[src/rtl/hbw_pkg.sv]
// Shared types for the host bus to Wishbone bridge.
package hbw_pkg;

    // Access sequencer states
    typedef enum logic [1:0] {
        HB_IDLE  = 2'd0,
        HB_READ  = 2'd1,
        HB_WRITE = 2'd2,
        HB_HOLD  = 2'd3
    } hb_state_e;

endpackage

[src/rtl/hbw_fifo.sv]
// Small word buffer shared by read prefetch and write posting.
// Assumes: the producer respects full unless it pops in the same cycle;
// flush wins over push and pop in the same cycle.
module hbw_fifo #(
    parameter int W     = 16,
    parameter int DEPTH = 4
) (
    input  logic                       clk,
    input  logic                       rst_n,
    input  logic                       flush,
    input  logic                       push,
    input  logic [W-1:0]               din,
    input  logic                       pop,
    output logic [W-1:0]               head,
    output logic                       empty,
    output logic                       full,
    output logic [$clog2(DEPTH+1)-1:0] level
);

    localparam int PTR_W = (DEPTH > 1) ? $clog2(DEPTH) : 1;
    localparam int LVL_W = $clog2(DEPTH + 1);
    localparam logic [PTR_W-1:0] PTR_LAST = PTR_W'(DEPTH - 1);
    localparam logic [LVL_W-1:0] LVL_FULL = LVL_W'(DEPTH);

    logic [W-1:0]     slot_q [DEPTH];
    logic [PTR_W-1:0] wr_ptr_q;
    logic [PTR_W-1:0] rd_ptr_q;
    logic [LVL_W-1:0] level_q;
    logic             do_push;
    logic             do_pop;

    assign empty   = (level_q == '0);
    assign full    = (level_q == LVL_FULL);
    assign level   = level_q;
    assign head    = slot_q[rd_ptr_q];
    assign do_pop  = pop && !empty;
    assign do_push = push && (!full || do_pop);

    // Storage write: data slots need no reset
    always_ff @(posedge clk) begin
        if (do_push && !flush) begin
            slot_q[wr_ptr_q] <= din;
        end
    end

    // Pointer and fill tracking
    always_ff @(posedge clk) begin
        if (!rst_n || flush) begin
            wr_ptr_q <= '0;
            rd_ptr_q <= '0;
            level_q  <= '0;
        end else begin
            if (do_push) begin
                wr_ptr_q <= (wr_ptr_q == PTR_LAST) ? '0 : wr_ptr_q + 1'b1;
            end
            if (do_pop) begin
                rd_ptr_q <= (rd_ptr_q == PTR_LAST) ? '0 : rd_ptr_q + 1'b1;
            end
            case ({do_push, do_pop})
                2'b10:   level_q <= level_q + 1'b1;
                2'b01:   level_q <= level_q - 1'b1;
                default: level_q <= level_q;
            endcase
        end
    end

endmodule

[src/rtl/hbw_seq.sv]
// Host-side access sequencer: latches the direction on the address
// edge, counts the fixed read latency, times the read pops and write
// captures, and counts beats up to the build's limit.
// Assumes: the host holds chip-select low for the whole access and raises
// it to end one; a new address is accepted only once the buffer is empty.
module hbw_seq
    import hbw_pkg::*;
#(
    parameter int BURST_LEN = 16,
    parameter bit BURST_EN  = 1'b0,
    parameter int RD_LAT    = 6
) (
    input  logic      clk,
    input  logic      rst_n,
    input  logic      cs_n,
    input  logic      adv_n,
    input  logic      we_n,
    input  logic      buf_empty,
    output hb_state_e state,
    output logic      start,
    output logic      wr_mode,
    output logic      rd_pop,
    output logic      wr_cap,
    output logic      rd_abort
);

    localparam int BEATS = BURST_EN ? BURST_LEN : 1;
    localparam int CNT_W = $clog2(BURST_LEN + 1);
    localparam int LAT_W = $clog2(RD_LAT + 1);
    localparam logic [CNT_W-1:0] LAST_BEAT = CNT_W'(BEATS - 1);
    localparam logic [LAT_W-1:0] POP_AT    = LAT_W'(RD_LAT - 1);

    hb_state_e        state_q;
    logic [CNT_W-1:0] beat_q;
    logic [LAT_W-1:0] lat_q;
    logic             wr_mode_q;

    assign state    = state_q;
    assign wr_mode  = wr_mode_q;
    assign start    = (state_q == HB_IDLE) && !cs_n && !adv_n && buf_empty;
    assign rd_pop   = (state_q == HB_READ) && !cs_n && (lat_q >= POP_AT);
    assign wr_cap   = (state_q == HB_WRITE) && !cs_n && !we_n && adv_n;
    assign rd_abort = (state_q == HB_READ) && cs_n;

    // Access state, latency and beat counting
    always_ff @(posedge clk) begin
        if (!rst_n) begin
            state_q   <= HB_IDLE;
            beat_q    <= '0;
            lat_q     <= '0;
            wr_mode_q <= 1'b0;
        end else begin
            case (state_q)
                HB_IDLE: begin
                    if (start) begin
                        state_q   <= we_n ? HB_READ : HB_WRITE;
                        wr_mode_q <= !we_n;
                        beat_q    <= '0;
                        lat_q     <= LAT_W'(1);
                    end
                end
                HB_READ: begin
                    if (cs_n) begin
                        state_q <= HB_IDLE;
                    end else begin
                        if (lat_q < POP_AT) begin
                            lat_q <= lat_q + 1'b1;
                        end
                        if (rd_pop) begin
                            if (beat_q == LAST_BEAT) begin
                                state_q <= HB_HOLD;
                            end else begin
                                beat_q <= beat_q + 1'b1;
                            end
                        end
                    end
                end
                HB_WRITE: begin
                    if (cs_n) begin
                        state_q <= HB_IDLE;
                    end else if (wr_cap) begin
                        if (beat_q == LAST_BEAT) begin
                            state_q <= HB_HOLD;
                        end else begin
                            beat_q <= beat_q + 1'b1;
                        end
                    end
                end
                default: begin
                    if (cs_n) begin
                        state_q <= HB_IDLE;
                    end
                end
            endcase
        end
    end

endmodule

[src/rtl/hbw_wb_master.sv]
// Wishbone master side: issues read prefetches while the buffer has room,
// drains posted writes, and steps the word address on every acknowledge.
// Assumes: a classic Wishbone slave with one transfer outstanding; read
// acknowledges arrive fast enough that a word is buffered by each pop.
module hbw_wb_master #(
    parameter int BUS_W     = 16,
    parameter int BURST_LEN = 16,
    parameter bit BURST_EN  = 1'b0,
    parameter int DEPTH     = 4
) (
    input  logic                       clk,
    input  logic                       rst_n,
    input  logic                       start,
    input  logic [BUS_W-1:0]           start_adr,
    input  logic                       rd_busy,
    input  logic                       wr_mode,
    input  logic [$clog2(DEPTH+1)-1:0] buf_level,
    input  logic                       buf_empty,
    input  logic [BUS_W-1:0]           buf_head,
    input  logic                       wb_ack_i,
    output logic                       wb_cyc_o,
    output logic                       wb_stb_o,
    output logic                       wb_we_o,
    output logic [BUS_W-1:0]           wb_adr_o,
    output logic [BUS_W-1:0]           wb_dat_o,
    output logic                       rd_fill,
    output logic                       wr_done
);

    localparam int BEATS = BURST_EN ? BURST_LEN : 1;
    localparam int CNT_W = $clog2(BURST_LEN + 1);
    localparam int LVL_W = $clog2(DEPTH + 1);
    localparam logic [CNT_W-1:0] BEATS_C = CNT_W'(BEATS);
    localparam logic [LVL_W-1:0] ROOM_C  = LVL_W'(DEPTH);

    logic [CNT_W-1:0] issued_q;
    logic [BUS_W-1:0] adr_q;
    logic             rd_req;
    logic             wr_req;

    assign rd_req   = rd_busy && (issued_q < BEATS_C) && (buf_level < ROOM_C);
    assign wr_req   = wr_mode && !buf_empty;
    assign wb_stb_o = rd_req || wr_req;
    assign wb_cyc_o = wb_stb_o;
    assign wb_we_o  = wr_req;
    assign wb_adr_o = adr_q;
    assign wb_dat_o = buf_head;
    assign rd_fill  = rd_req && wb_ack_i;
    assign wr_done  = wr_req && wb_ack_i;

    // Word address: load on the address phase, step per acknowledge
    always_ff @(posedge clk) begin
        if (!rst_n) begin
            adr_q <= '0;
        end else if (start) begin
            adr_q <= start_adr;
        end else if (wb_stb_o && wb_ack_i) begin
            adr_q <= adr_q + 1'b1;
        end
    end

    // Count read prefetches so a burst never fetches past its length
    always_ff @(posedge clk) begin
        if (!rst_n || start) begin
            issued_q <= '0;
        end else if (rd_fill) begin
            issued_q <= issued_q + 1'b1;
        end
    end

endmodule

[src/rtl/hbw_bridge.sv]
// Top of the host bus to Wishbone bridge. Wires the sequencer, the shared
// buffer and the Wishbone master, and registers read data for the pad.
// Assumes: everything runs on the host's bus clock; the pad is a tri-state
// buffer driven by hb_ad_out under hb_ad_oe.
module hbw_bridge
    import hbw_pkg::*;
#(
    parameter int BUS_W     = 16,
    parameter bit BURST_EN  = 1'b0,
    parameter int BURST_LEN = 16,
    parameter int RD_LAT    = 6,
    parameter int BUF_DEPTH = 4
) (
    input  logic             clk,
    input  logic             rst_n,
    input  logic             hb_cs_n,
    input  logic             hb_adv_n,
    input  logic             hb_oe_n,
    input  logic             hb_we_n,
    input  logic [BUS_W-1:0] hb_ad_in,
    output logic [BUS_W-1:0] hb_ad_out,
    output logic             hb_ad_oe,
    output logic             wb_cyc_o,
    output logic             wb_stb_o,
    output logic             wb_we_o,
    output logic [BUS_W-1:0] wb_adr_o,
    output logic [BUS_W-1:0] wb_dat_o,
    input  logic [BUS_W-1:0] wb_dat_i,
    input  logic             wb_ack_i
);

    localparam int LVL_W = $clog2(BUF_DEPTH + 1);

    hb_state_e        state;
    logic             start;
    logic             wr_mode;
    logic             rd_pop;
    logic             wr_cap;
    logic             rd_abort;
    logic             rd_busy;
    logic             rd_fill;
    logic             wr_done;
    logic             buf_push;
    logic             buf_pop;
    logic             buf_empty;
    logic             buf_full;
    logic [LVL_W-1:0] buf_level;
    logic [BUS_W-1:0] buf_din;
    logic [BUS_W-1:0] buf_head;
    logic [BUS_W-1:0] rd_word_q;

    assign rd_busy  = (state == HB_READ);
    assign buf_push = rd_fill || wr_cap;
    assign buf_din  = wr_cap ? hb_ad_in : wb_dat_i;
    assign buf_pop  = rd_pop || wr_done;

    hbw_seq #(
        .BURST_LEN (BURST_LEN),
        .BURST_EN  (BURST_EN),
        .RD_LAT    (RD_LAT)
    ) u_seq (
        .clk       (clk),
        .rst_n     (rst_n),
        .cs_n      (hb_cs_n),
        .adv_n     (hb_adv_n),
        .we_n      (hb_we_n),
        .buf_empty (buf_empty),
        .state     (state),
        .start     (start),
        .wr_mode   (wr_mode),
        .rd_pop    (rd_pop),
        .wr_cap    (wr_cap),
        .rd_abort  (rd_abort)
    );

    hbw_fifo #(
        .W     (BUS_W),
        .DEPTH (BUF_DEPTH)
    ) u_buf (
        .clk   (clk),
        .rst_n (rst_n),
        .flush (rd_abort),
        .push  (buf_push),
        .din   (buf_din),
        .pop   (buf_pop),
        .head  (buf_head),
        .empty (buf_empty),
        .full  (buf_full),
        .level (buf_level)
    );

    hbw_wb_master #(
        .BUS_W     (BUS_W),
        .BURST_LEN (BURST_LEN),
        .BURST_EN  (BURST_EN),
        .DEPTH     (BUF_DEPTH)
    ) u_wbm (
        .clk       (clk),
        .rst_n     (rst_n),
        .start     (start),
        .start_adr (hb_ad_in),
        .rd_busy   (rd_busy),
        .wr_mode   (wr_mode),
        .buf_level (buf_level),
        .buf_empty (buf_empty),
        .buf_head  (buf_head),
        .wb_ack_i  (wb_ack_i),
        .wb_cyc_o  (wb_cyc_o),
        .wb_stb_o  (wb_stb_o),
        .wb_we_o   (wb_we_o),
        .wb_adr_o  (wb_adr_o),
        .wb_dat_o  (wb_dat_o),
        .rd_fill   (rd_fill),
        .wr_done   (wr_done)
    );

    // Read data register: updated on the fixed-latency pop
    always_ff @(posedge clk) begin
        if (!rst_n) begin
            rd_word_q <= '0;
        end else if (rd_pop) begin
            rd_word_q <= buf_head;
        end
    end

    assign hb_ad_out = rd_word_q;
    assign hb_ad_oe  = !hb_cs_n && !hb_oe_n && !wr_mode &&
                       ((state == HB_READ) || (state == HB_HOLD));

endmodule

[config.mk]
export PLATFORM = sky130hd
export DESIGN_NAME = hbw_bridge
export DESIGN_NICKNAME = d
export VERILOG_FILES = /design/src/rtl/hbw_pkg.sv /design/src/rtl/hbw_fifo.sv /design/src/rtl/hbw_seq.sv /design/src/rtl/hbw_wb_master.sv /design/src/rtl/hbw_bridge.sv
export SDC_FILE = /design/constraint.sdc
export NUM_CORES = 1
export LEC_CHECK = 0
export ABC_CLOCK_PERIOD_IN_PS = 2900
export BUFFER_PORTS_ARGS = -buffer_cell sky130_fd_sc_hd__buf_2
export CORE_AREA = 4 4 108 110
export DETAILED_ROUTE_END_ITERATION = 6
export DIE_AREA = 0 0 112 114
export PLACE_DENSITY = 0.83
export SLEW_MARGIN = 20
export SYNTH_ARGS = -nofsm -noshare
export SYNTH_HDL_FRONTEND = slang
export SYNTH_SLANG_ARGS = --single-unit
[constraint.sdc]
create_clock -name clk -period 2.9 [get_ports clk]
set_clock_uncertainty 0.2 [all_clocks]
set_input_delay 0.29 -clock clk [delete_from_list [all_inputs] [get_ports clk]]
set_output_delay 0.29 -clock clk [all_outputs]
set_load 0.05 [all_outputs]
==> results by stage <==
Logic synthesis:
- The number of synthesis warnings is 0.
- The cell area that synthesis handed to floorplanning was 0.005400 sq mm.
- The post-synth net total is 502.
- Counting flops and latches in the post-synthesis netlist gives 121.
- In this run the mean area of a mapped cell was 12.11 sq um.
- The number of different library cells used by synthesis comes to 61.
- By area the synthesized netlist is led by sky130_fd_sc_hd__edfxtp_1 (36%), sky130_fd_sc_hd__dfxtp_1 (21%), sky130_fd_sc_hd__mux4_2 (6.7%).
- The number of enable-type register cells in the synthesized netlist is 64.
- For this run, the register share of the synthesized area comes to 0.5672.
- sky130_fd_sc_hd__edfxtp_1 takes more of the synthesized area than any other cell.
- The cell count after synthesis is 446.
- The most used flip-flop cell after synthesis is sky130_fd_sc_hd__edfxtp_1.
- The async set or reset register ratio after synthesis is 0.
- The fraction of synthesized cell area taken by the top area cell type is 0.3559.

Floorplan:
- The number of rows created at floorplan is 38.
- The die boundary height is 114 um.
- The initial cell density of the core is 0.5048.
- The total core area is 0.01070 sq mm.
- The floorplan die area is 0.01277 sq mm.
- 91 I/O pins were placed.
- In this run the horizontal extent of the chip is 112 um.

Worst hold path:
- In this run the worst hold path is classified as input port to register.

Placed design:
- The count of input and output buffers is 90.
- Routability-driven placement finished with a final weighted congestion of 0.8300.
- The wire-length estimate of the detail-placed layout is 8877 um.

Timing:
- The post-layout minimum cycle time is 2792 ps.
- The fmax is 358.1 MHz.
- For the pin with the worst max-slew slack, the measured transition is 813.5 ps.
- Summed over all failing endpoints, the final setup total negative slack is 0 ps.
- The max-slew violation total from the final report is 0.
- The fraction of the cycle the final worst path needs is 0.9628.
- The final setup violation count is 0.
- The worst max-slew margin expressed relative to the limit is 0.4569.
- The number of endpoints with negative hold slack in the final report is 0.

Final layout:
- The net count of the finished layout is 637.
- The total of fill cells in the finished design is 746.
- The area growth from synthesis to layout is 28.87%.
- Of the cells placed in the final design, the portion with a size suffix greater than 1 is 0.3199.
- In the layout the commonest cells are sky130_fd_sc_hd__buf_2 (90), sky130_fd_sc_hd__nand2_1 (68), sky130_fd_sc_hd__edfxtp_1 (64), sky130_fd_sc_hd__dfxtp_1 (54), sky130_fd_sc_hd__dlygate4sd3_1 (34).
- The library cell used most frequently in the layout, excluding fill and tap cells, is sky130_fd_sc_hd__buf_2.
- 0 antenna diodes ended up in the layout.

Pwr:
- The share of total power dissipated in the clock network is 0.392.
- In this run the power spent charging and discharging nets is 1.524 mW.
- The largest voltage drop on the vdd net is 0.0004021 V.
- Cell internal power was estimated by the tool at 3.437 mW.
- The share of total power dissipated in combinational logic is 0.205.
- For this design the ratio of total power to cell area is 712.8 mW/mm^2.
- The static power due to leakage is 2.663 nW.
- The net switching share of the total power is 0.3072.
- The power share of the sequential group is 0.404.
- The total power is 4.960 mW.

Worst setup path:
- The worst endpoint required time is 3140 ps.
- The maximum fanout encountered on the critical timing path is 5.
- The largest individual stage delay along the critical path comes from the cell sky130_fd_sc_hd__dfxtp_2.
- The cell seen most often among critical-path stages is sky130_fd_sc_hd__inv_1.
- The number of buffers and inverters on the critical path is 3.
- The worst setup path is captured at a register.
- Walking the worst path, the cells encountered are inv_1 > ha_1 > o31ai_2 > or2_4 > a41oi_2 > inv_1 > ha_2 > inv_1 > fa_1 > xor2_1 > or3_1 > a21oi_1.
- The startpoint kind of the worst setup timing path is a register.
- The type of the worst setup path is register to register.
- The dominant delay contributor by cell family on the critical path is adder cells.
- On the worst path, the slowest cell contributes a delay of 380 ps.
- The signal arrival time at the worst endpoint is 3030 ps.

Drt:
- The detailed-route DRC error count is 0.
- The residual antenna-violating net count after detailed routing is 0.
- The first-iteration detailed-routing DRC count is 380.
- The via count is 4154.
- In the final routed layout, each cell accounts on average for 18.90 um.
- After detailed routing, the total wire length is 13870 um.
- The routed via count divided by cell count is 5.659.
- The pre-antenna-repair detailed-routing pass consisted of 5 iterations.

Clock network:
- The worst-case clock buffer depth is 2.
- CTS placed an instance of sky130_fd_sc_hd__clkbuf_8 at the clock tree root.
- The clock latency at the later pin of the worst-skew pair is 510 ps.
- The CTS H-tree depth is 4.
- The number of clock sinks seen by CTS is 121.
- TritonCTS built the clock tree.
- The number of clock buffers inserted by TritonCTS is 17.
- After clock tree synthesis, the clock-pin slew on the worst setup and hold paths is 60 ps.

Global routing:
- The number of antenna violations at the first check in global routing is 0.
- The number of global-route vias before repair is 4210.
- The pin count of the biggest net entering global routing is 24.
- The total congestion overflow is 0.
- The wire length of the first global-routing pass is 22310 um.
- In the global route stage, overall resource usage came out at 0.2246.

Flow run:
- Max-cap violations in this run came to 0.

Outcome:
- The flow ran to the end, and the final reports show no timing, DRC or antenna violations.
## Yosys cell counts, drive strengths merged, types with 4 or more instances
cell,number
nand3,10
nand2b,5
nand2,68
ha,16
nor2,18
edfxtp,64
nor4,4
mux4,16
xor2,5
dfxtp,57
xnor2,11
o21ai,20
buf,11
a21oi,28
clkbuf,10
and3,11
mux2,16
nor3,10
inv,17
## logic make-up after synthesis
kind of cell / after synthesis / share of synthesized area
simple gates: 145 / 0.1432
flops: 121 / 0.5672
compound gates: 75 / 0.08851
buf+inv: 38 / 0.03058
mux: 34 / 0.1038
fa+ha+maj: 17 / 0.04078
xor+xnor: 16 / 0.02595
## tightest hold or removal path: stages
cell and delay [ps]:
sky130_fd_sc_hd__buf_2 140, sky130_fd_sc_hd__nand2_1 110, sky130_fd_sc_hd__xor2_1 70, sky130_fd_sc_hd__o21ai_0 120
## worst paths after layout
kind / start / end / slack [ps] / depth (start not counted)
worst max-delay path: u_seq.lat_q[1]$_SDFFE_PN0P_ / u_buf.level[2]$_SDFFE_PP0P_ / 110 / 12
worst min-delay path: wb_ack_i / u_wbm.wb_adr_o[0]$_SDFFE_PN0P_ / 60 / 4
worst max register to register: u_seq.lat_q[1]$_SDFFE_PN0P_ / u_buf.level[2]$_SDFFE_PP0P_ / 110 / 12
worst min register to register: hb_ad_out[15]$_SDFFE_PN0P_ / hb_ad_out[15]$_SDFFE_PN0P_ / 250 / 2
## metrics by stage
step                      std cells  hold slack [ps]    util  area, sq um  setup WS, ps
after floorplan                 446            185.6       -         5400        0.5309
after global placement          668            238.4  0.5643         6037         168.5
after detailed placement        668            244.2  0.5646         6040         67.58
after CTS                       734            35.01  0.6476         6928         38.26
after global routing            734            65.42  0.6505         6959        -51.41
final                           734            64.73  0.6505         6959         107.8
## timing repair
action,CTS,global route
endpoints found under the hold margin,82,0
hold buffers,34,0
setup endpoints to repair,0,2
setup buffers,0,0
gates resized for setup,0,10
## state kept, by name (all words and copies together) (netlist names), 2 cells and up, named ones only
name,count
u_buf.wr_ptr_q,2
u_buf.level,3
u_buf.rd_ptr_q,2
u_seq.state,2
hb_ad_out,16
u_wbm.issued_q,5
u_seq.lat_q,3
u_wbm.wb_adr_o,16
u_seq.beat_q,5
u_buf.slot_q,64
## power groups by stage
| stage | logic (mW) | clock network, mW | registers, mW |
|---|---|---|---|
| final | 1.02 | 1.94 | 2.00 |
| after global routing | 1.10 | 2.04 | 2.01 |
| after CTS | 0.988 | 1.95 | 1.99 |
| after detailed placement | 0.936 | 0 | 2.02 |
| after global placement | 0.907 | 0 | 2.01 |
| after floorplan | 0.611 | 0 | 2.10 |
## final cells by class
cell class / instances / area [sq um] / share of cell area
multi-input cells: 287 / 2217 / 0.3186
clock inverters: 11 / 97.59 / 0.01402
clock buffers: 21 / 450.4 / 0.06472
flip-flops and latches: 121 / 3067 / 0.4407
well taps: 140 / 175.2 / 0.02517
repair buffers: 137 / 888.4 / 0.1277
inverters: 17 / 63.81 / 0.009169
## layer usage
metal	track usage	vias to the layer above	wire length [um]
met5	0	-	0
met4	0.06891	0	225
met3	0.05782	23	959
met2	0.3821	190	7047
met1	0.2847	2030	5638
li1	-	1911	-
(Power assumes the default switching activity.)
